`src/rtl/tsc_pkg.sv`:
```
// Shared definitions for the track scan counter.
// Assumes nothing beyond standard SystemVerilog.
package tsc_pkg;

    // Sequencer states: issue addresses, collect data, evaluate, close, drain.
    typedef enum logic [2:0] {
        ST_IDLE,
        ST_ADDR,
        ST_DATA,
        ST_EVAL,
        ST_FIN,
        ST_DRAIN
    } scan_state_t;

    // Bits needed to hold a count from 0 to n inclusive.
    function automatic int count_bits(input int n);
        return $clog2(n + 1);
    endfunction

endpackage

```
`src/rtl/tsc_addr_gen.sv`:
```
// Per-plane address generator.
// Computes offset + i*slope for every plane in a wide signed width, flags
// addresses inside 0..DEPTH-1 and drives an enable only for those.
// Assumes ofs and slope are two's-complement signed values.
module tsc_addr_gen #(
    parameter int NPLANE  = 10,
    parameter int DEPTH   = 800,
    parameter int SLOPE_W = 8,
    parameter int OFS_W   = 12,
    localparam int AW     = $clog2(DEPTH)
) (
    input  logic                      active,
    input  logic signed [OFS_W-1:0]   ofs,
    input  logic signed [SLOPE_W-1:0] slope,
    output logic [NPLANE-1:0]         en,
    output logic [NPLANE*AW-1:0]      addr
);
    localparam int EW = OFS_W + SLOPE_W + $clog2(NPLANE) + 2;
    localparam logic signed [EW-1:0] DEP = EW'(DEPTH);

    for (genvar g = 0; g < NPLANE; g++) begin : g_plane
        localparam logic signed [EW-1:0] IDX = EW'(g);
        logic signed [EW-1:0] full;
        logic                 in_rng;

        // Linear address of this plane and its range test.
        always_comb begin
            full   = EW'(ofs) + IDX * EW'(slope);
            in_rng = !full[EW-1] && (full < DEP);
        end

        assign en[g]             = active && in_rng;
        assign addr[g*AW +: AW]  = in_rng ? full[AW-1:0] : '0;
    end
endmodule

```
`src/rtl/tsc_hit_sum.sv`:
```
// Population count of the masked plane bits.
// Assumes HW is wide enough to hold NPLANE.
module tsc_hit_sum #(
    parameter int NPLANE = 10,
    parameter int HW     = 4
) (
    input  logic [NPLANE-1:0] bits,
    output logic [HW-1:0]     count
);
    // Add one per set bit.
    always_comb begin
        count = '0;
        for (int i = 0; i < NPLANE; i++) count = count + HW'(bits[i]);
    end
endmodule

```
`src/rtl/tsc_peak_track.sv`:
```
// Run and peak tracker.
// A run is a stretch of consecutive offsets with sum >= thr. It keeps the
// first offset holding the largest sum of the open run. 'ends' reports that
// the sum now presented would close an open run.
// Assumes adv and fin are never high together and clear only when idle.
module tsc_peak_track #(
    parameter int HW    = 4,
    parameter int OFS_W = 12
) (
    input  logic                    clk,
    input  logic                    rst_n,
    input  logic                    clear,
    input  logic                    adv,
    input  logic                    fin,
    input  logic [HW-1:0]           sum,
    input  logic [HW-1:0]           thr,
    input  logic signed [OFS_W-1:0] ofs,
    output logic                    run_open,
    output logic                    ends,
    output logic signed [OFS_W-1:0] best_ofs,
    output logic [HW-1:0]           best_sum
);
    assign ends = run_open && (sum < thr);

    // Open, extend or close the current run.
    always_ff @(posedge clk) begin
        if (!rst_n || clear) begin
            run_open <= 1'b0;
            best_ofs <= '0;
            best_sum <= '0;
        end else if (adv) begin
            if (sum >= thr) begin
                if (!run_open || sum > best_sum) begin
                    best_ofs <= ofs;
                    best_sum <= sum;
                end
                run_open <= 1'b1;
            end else begin
                run_open <= 1'b0;
            end
        end else if (fin) begin
            run_open <= 1'b0;
        end
    end
endmodule

```
`src/rtl/track_scan_counter.sv`:
```
// Linear-address track scan counter (top).
// Sweeps an offset over [scan_first, scan_last]. For each offset it reads one
// bit per plane at offset + i*slope, sums the hits and emits one record per
// run of sums at or above the threshold. It finishes with a done pulse that
// carries the number of tracks.
// Assumes synchronous plane RAMs with one cycle of read latency.
module track_scan_counter
    import tsc_pkg::*;
#(
    parameter int NPLANE  = 10,
    parameter int DEPTH   = 800,
    parameter int SLOPE_W = 8,
    parameter int OFS_W   = 12,
    parameter int CNT_W   = 10,
    localparam int AW     = $clog2(DEPTH),
    localparam int HW     = count_bits(NPLANE)
) (
    input  logic                      clk,
    input  logic                      rst_n,
    input  logic                      start,
    input  logic signed [SLOPE_W-1:0] slope,
    input  logic [HW-1:0]             thresh,
    input  logic signed [OFS_W-1:0]   scan_first,
    input  logic signed [OFS_W-1:0]   scan_last,
    output logic                      busy,
    output logic [NPLANE-1:0]         rd_en,
    output logic [NPLANE*AW-1:0]      rd_addr,
    input  logic [NPLANE-1:0]         rd_data,
    output logic                      rec_valid,
    input  logic                      rec_ready,
    output logic signed [OFS_W-1:0]   rec_offset,
    output logic [HW-1:0]             rec_hits,
    output logic                      done,
    output logic [CNT_W-1:0]          track_count
);
    scan_state_t               state;
    logic signed [OFS_W-1:0]   ofs, last_q;
    logic signed [SLOPE_W-1:0] slope_q;
    logic [HW-1:0]             thr_q, sum_q, hit_now;
    logic [NPLANE-1:0]         en_q;
    logic                      run_open, ends, slot_free;
    logic                      go_eval, go_fin, emit, clear;
    logic signed [OFS_W-1:0]   best_ofs;
    logic [HW-1:0]             best_sum;

    tsc_addr_gen #(
        .NPLANE(NPLANE), .DEPTH(DEPTH), .SLOPE_W(SLOPE_W), .OFS_W(OFS_W)
    ) u_addr (
        .active(state == ST_ADDR), .ofs(ofs), .slope(slope_q),
        .en(rd_en), .addr(rd_addr)
    );

    tsc_hit_sum #(.NPLANE(NPLANE), .HW(HW)) u_sum (
        .bits(rd_data & en_q), .count(hit_now)
    );

    tsc_peak_track #(.HW(HW), .OFS_W(OFS_W)) u_peak (
        .clk(clk), .rst_n(rst_n), .clear(clear), .adv(go_eval), .fin(go_fin),
        .sum(sum_q), .thr(thr_q), .ofs(ofs),
        .run_open(run_open), .ends(ends), .best_ofs(best_ofs), .best_sum(best_sum)
    );

    // Step control: stall only when a record must leave and the slot is full.
    always_comb begin
        slot_free = !rec_valid || rec_ready;
        clear     = (state == ST_IDLE) && start;
        go_eval   = (state == ST_EVAL) && (slot_free || !ends);
        go_fin    = (state == ST_FIN) && (slot_free || !run_open);
        emit      = (go_eval && ends) || (go_fin && run_open);
        busy      = (state != ST_IDLE);
    end

    // Scan sequencer: offset walk, read pipeline and end-of-scan pulse.
    always_ff @(posedge clk) begin
        if (!rst_n) begin
            state   <= ST_IDLE;
            ofs     <= '0;
            last_q  <= '0;
            slope_q <= '0;
            thr_q   <= '0;
            en_q    <= '0;
            sum_q   <= '0;
            done    <= 1'b0;
        end else begin
            done <= 1'b0;
            case (state)
                ST_IDLE: if (start) begin
                    slope_q <= slope;
                    thr_q   <= thresh;
                    last_q  <= scan_last;
                    ofs     <= scan_first;
                    state   <= (scan_first > scan_last) ? ST_FIN : ST_ADDR;
                end
                ST_ADDR: begin
                    en_q  <= rd_en;
                    state <= ST_DATA;
                end
                ST_DATA: begin
                    sum_q <= hit_now;
                    state <= ST_EVAL;
                end
                ST_EVAL: if (go_eval) begin
                    if (ofs == last_q) begin
                        state <= ST_FIN;
                    end else begin
                        ofs   <= ofs + OFS_W'(1);
                        state <= ST_ADDR;
                    end
                end
                ST_FIN: if (go_fin) state <= ST_DRAIN;
                ST_DRAIN: if (!rec_valid) begin
                    done  <= 1'b1;
                    state <= ST_IDLE;
                end
                default: state <= ST_IDLE;
            endcase
        end
    end

    // Record slot and track counter.
    always_ff @(posedge clk) begin
        if (!rst_n) begin
            rec_valid   <= 1'b0;
            rec_offset  <= '0;
            rec_hits    <= '0;
            track_count <= '0;
        end else begin
            if (clear) track_count <= '0;
            if (emit) begin
                rec_valid   <= 1'b1;
                rec_offset  <= best_ofs;
                rec_hits    <= best_sum;
                track_count <= track_count + CNT_W'(1);
            end else if (rec_ready) begin
                rec_valid <= 1'b0;
            end
        end
    end
endmodule

```
`config.mk`:
```
export PLATFORM = sky130hd
export DESIGN_NAME = track_scan_counter
export DESIGN_NICKNAME = d
export VERILOG_FILES = /design/src/rtl/tsc_pkg.sv /design/src/rtl/tsc_addr_gen.sv /design/src/rtl/tsc_hit_sum.sv /design/src/rtl/tsc_peak_track.sv /design/src/rtl/track_scan_counter.sv
export SDC_FILE = /design/constraint.sdc
export NUM_CORES = 1
export LEC_CHECK = 0
export BUFFER_PORTS_ARGS = -buffer_cell sky130_fd_sc_hd__buf_2
export CAP_MARGIN = 20
export CORE_MARGIN = 3
export CORE_UTILIZATION = 53
export DETAILED_ROUTE_END_ITERATION = 8
export PLACE_DENSITY_LB_ADDON = 0.15
export SLEW_MARGIN = 30
export SYNTH_ARGS = -nofsm -noshare
export SYNTH_HDL_FRONTEND = slang
export SYNTH_SLANG_ARGS = --single-unit
```
`constraint.sdc`:
```
create_clock -name clk -period 4.3 [get_ports clk]
set_input_delay 0.215 -clock clk [delete_from_list [all_inputs] [get_ports clk]]
set_output_delay 0.215 -clock clk [all_outputs]
set_load 0.01 [all_outputs]
```
==> out/metrics.cfg <==
[status]
status=complete, no violations

[timing]
final_max_slew_viol_count=0
rsz0062_at_grt=true
slew_headroom_pct=40.3
fin_crit_ps=4250
hold_viol=0
final-setup-viol-count=0
fin_skew_ps=7.77
final.period_utilization_pct=98.8
max_freq_mhz=235
worstMarginPinSlew_ps=893
tns_ps=0

[floorplanning]
io_pins=189
start_util_pct=54.0
core_area_sq_um=21900
rows=54
die_x_microns=155
die_y_microns=155
die_area_sq_um=24100

[synthesis]
async_flop_share_pct=0
ys_top_cells_by_area=dfxtp_1, ha_1, fa_1
synth_seq_area_share_pct=16.6
synth_top_area_cell=dfxtp_1
synth_top_area_share_pct=16.6
synth-edff-count=0
synthCells=1540
synth_nets=1793
ys_types=87
netlist_area_sq_um=11800
synth-main-ff-cell=dfxtp_1
ys_ff_latch=98
syn_avg_cell_area_sq_um=7.68
ys_warn_count=0

[power_and_ir_drop]
report.power.total_mw=8.89
power.leakage_nw=7.04
peakVddDrop_mv=0.302
power_density_nw_per_um2=599

[clock_network]
htreeDepth=3
numCtsBuffers=9
cts_tree=done
clk_pin_slew_ps=70
clockBufferDepth=2
clock-sinks=98
insertion_delay_ps=350
cts-root-buf=clkbuf_16

[detailed_routing]
drt_iter0_markers=828
via_count=12400
totalWireLength_microns=39800
vias_per_cell=6.01
drt_pre_antenna_iters=6
drt-wirelength-per-cell_microns=19.4
ant_nets=0
drc=0

[setup_path]
cpMostUsedCell=buf_4
r2r_start=slope_q[3]$_SDFFE_PN0P_
critPathArrivalTime_ps=4030
critPathMaxFanout=6
critPathKind=register to primary output
cp-start-kind=register
end_kind=primary output
crit_path_max_incr_delay_ps=450
path_cells=ha_4, ha_4, inv_2, fa_2, inv_2, a21oi_2, o21bai_1, buf_4, buf_4, buf_4, xor2_2, ha_1, a21oi_1, a21oi_2, xnor2_1, a31oi_1, a211o_4, nor3_2, buf_2
critPathRequiredTime_ps=4090
crit_start=slope_q[1]$_SDFFE_PN0P_
slowest_stage=a211o_4

[cells_and_area]
syn2layout_area_growth_pct=25.6
final_layout_size_suffix_gt1_share_pct=25.7
diodes=0
final_area_sq_um=14800
fin_nets=2025

[placement]
place.gp.congestion=0.952
placed_area_sq_um=13400
dp_hpwl_microns=30100
port_buffers=188

[job]
maxCapViolations=0

[global_route]
grt_pass1_wl_microns=61200
grt_max_degree=38
grt_pass1_vias=11800
grtUsageTotal_pct=31.1
antenna_found_initial=0
overflow=0

[worst_hold_path]
hp-class=input pin to register
min-delay-start=thresh[2]

-- power by group --
| group | switching, mW | total, mW | internal, mW |
|---|---|---|---|
| combinational | 4.00 | 6.90 | 2.90 |
| sequential | 0.137 | 1.16 | 1.02 |
| clock | 0.371 | 0.831 | 0.460 |
-- layout by cell type (no fill, tap or decap), types with 31 or more instances in the layout --
master | synthesis | layout
o21ai_0 | 62 | 55
inv_1 | 147 | 141
a21o_1 | 35 | 35
and2_1 | 35 | 31
nor2_1 | 141 | 134
buf_4 | 1 | 75
fa_1 | 47 | 42
ha_1 | 156 | 119
ha_4 | 0 | 31
nand2_1 | 157 | 152
buf_2 | 12 | 184
xnor2_1 | 39 | 35
dfxtp_1 | 98 | 91
nand3_1 | 41 | 41
a21oi_1 | 117 | 109
-- worst max-delay path, delay by kind of cell, from the launching register on --
kind / cells / cell delay, ps
fa+ha+maj: 4 / 1050
compound gates: 6 / 1140
buf+inv: 6 / 600
simple gates: 1 / 130
flops: 1 / 370
xor+xnor: 2 / 410
-- state kept, by name (all words and copies together) (netlist names) --
register / flops
track_count: 10
state: 3
u_peak.run_open: 1
done: 1
slope_q: 8
u_peak.best_ofs: 12
u_peak.best_sum: 4
ofs: 12
last_q: 12
en_q: 10
rec_valid: 1
sum_q: 4
rec_hits: 4
thr_q: 4
rec_offset: 12
-- final timing paths --
check	end	slack, ps	cells past startpoint
max	rd_addr[63]	50	19
min	thr_q[2]$_SDFFE_PN0P_	110	3
max reg2reg	en_q[9]$_SDFFE_PN0P_	420	14
min reg2reg	track_count[9]$_SDFFE_PN0P_	450	1
-- routing by layer --
layer  up-vias  GRT usage (%)  part of all wire, %
met4         0           10.7                  3.6
li1       5914              -                    -
met2       482           50.6                   46
met1      5857           41.7                   43
met5         -          0.621                    0
met3       113           5.56                  7.4
-- layout make-up --
class | instances | area [sq um]
well taps | 280 | 350
clock inverters | 6 | 72.6
fillers | 1876 | 7040
inverters | 148 | 556
clock buffers | 10 | 229
flip-flops and latches | 98 | 1990
repair buffers | 278 | 1720
multi-input cells | 1237 | 9940
-- kinds of logic (layout without fill, tap and decap cells) --
kind of cell	Yosys count	after routing	share of synthesized area, %
and+or+nand+nor	545	545	22.3
AOI/OAI and AO/OA	398	399	23.0
buffers and inverters	206	442	6.70
adders and majority gates	203	203	24.5
DFF	98	98	16.6
xor gates and xnor gates	68	68	5.04
muxes	22	22	1.88
-- cells in the mapped netlist, drive strengths merged (12+ instances only) --
| cell type | instances |
|---|---|
| nand2 | 157 |
| ha | 156 |
| inv | 147 |
| nor2 | 141 |
| a21oi | 120 |
| dfxtp | 98 |
| o21ai | 72 |
| fa | 47 |
| clkbuf | 44 |
| nand3 | 41 |
| xnor2 | 39 |
| a21o | 36 |
| and2 | 36 |
| nor3 | 35 |
| xor2 | 29 |
| a211oi | 26 |
| nor2b | 25 |
| o21a | 24 |
| mux2i | 20 |
| and3 | 17 |
| nor4 | 16 |
| buf | 14 |
| a31oi | 13 |
| nand2b | 13 |
| nand4 | 12 |
-- per-stage QoR --
stage | utilization (%) | worst slack [ps] | std cells | hold slack, ps
global placement | 61.0 | 142 | 2011 | 432
CTS | 63.8 | 0.517 | 2032 | 107
floorplan | - | 84.0 | 1540 | 344
finish | 67.8 | 52.3 | 2057 | 109
detailed placement | 61.0 | 59.4 | 2011 | 438
global route | 67.8 | -105 | 2057 | 109
-- repair_timing --
item	4_1_cts	5_1_grt
pin swaps	9	68
resized for setup	49	133
cloned	2	0
hold buffers	0	0
setup buffers	3	25
setup endpoints to repair	52	64
Power figures use the tool's default switching activity.
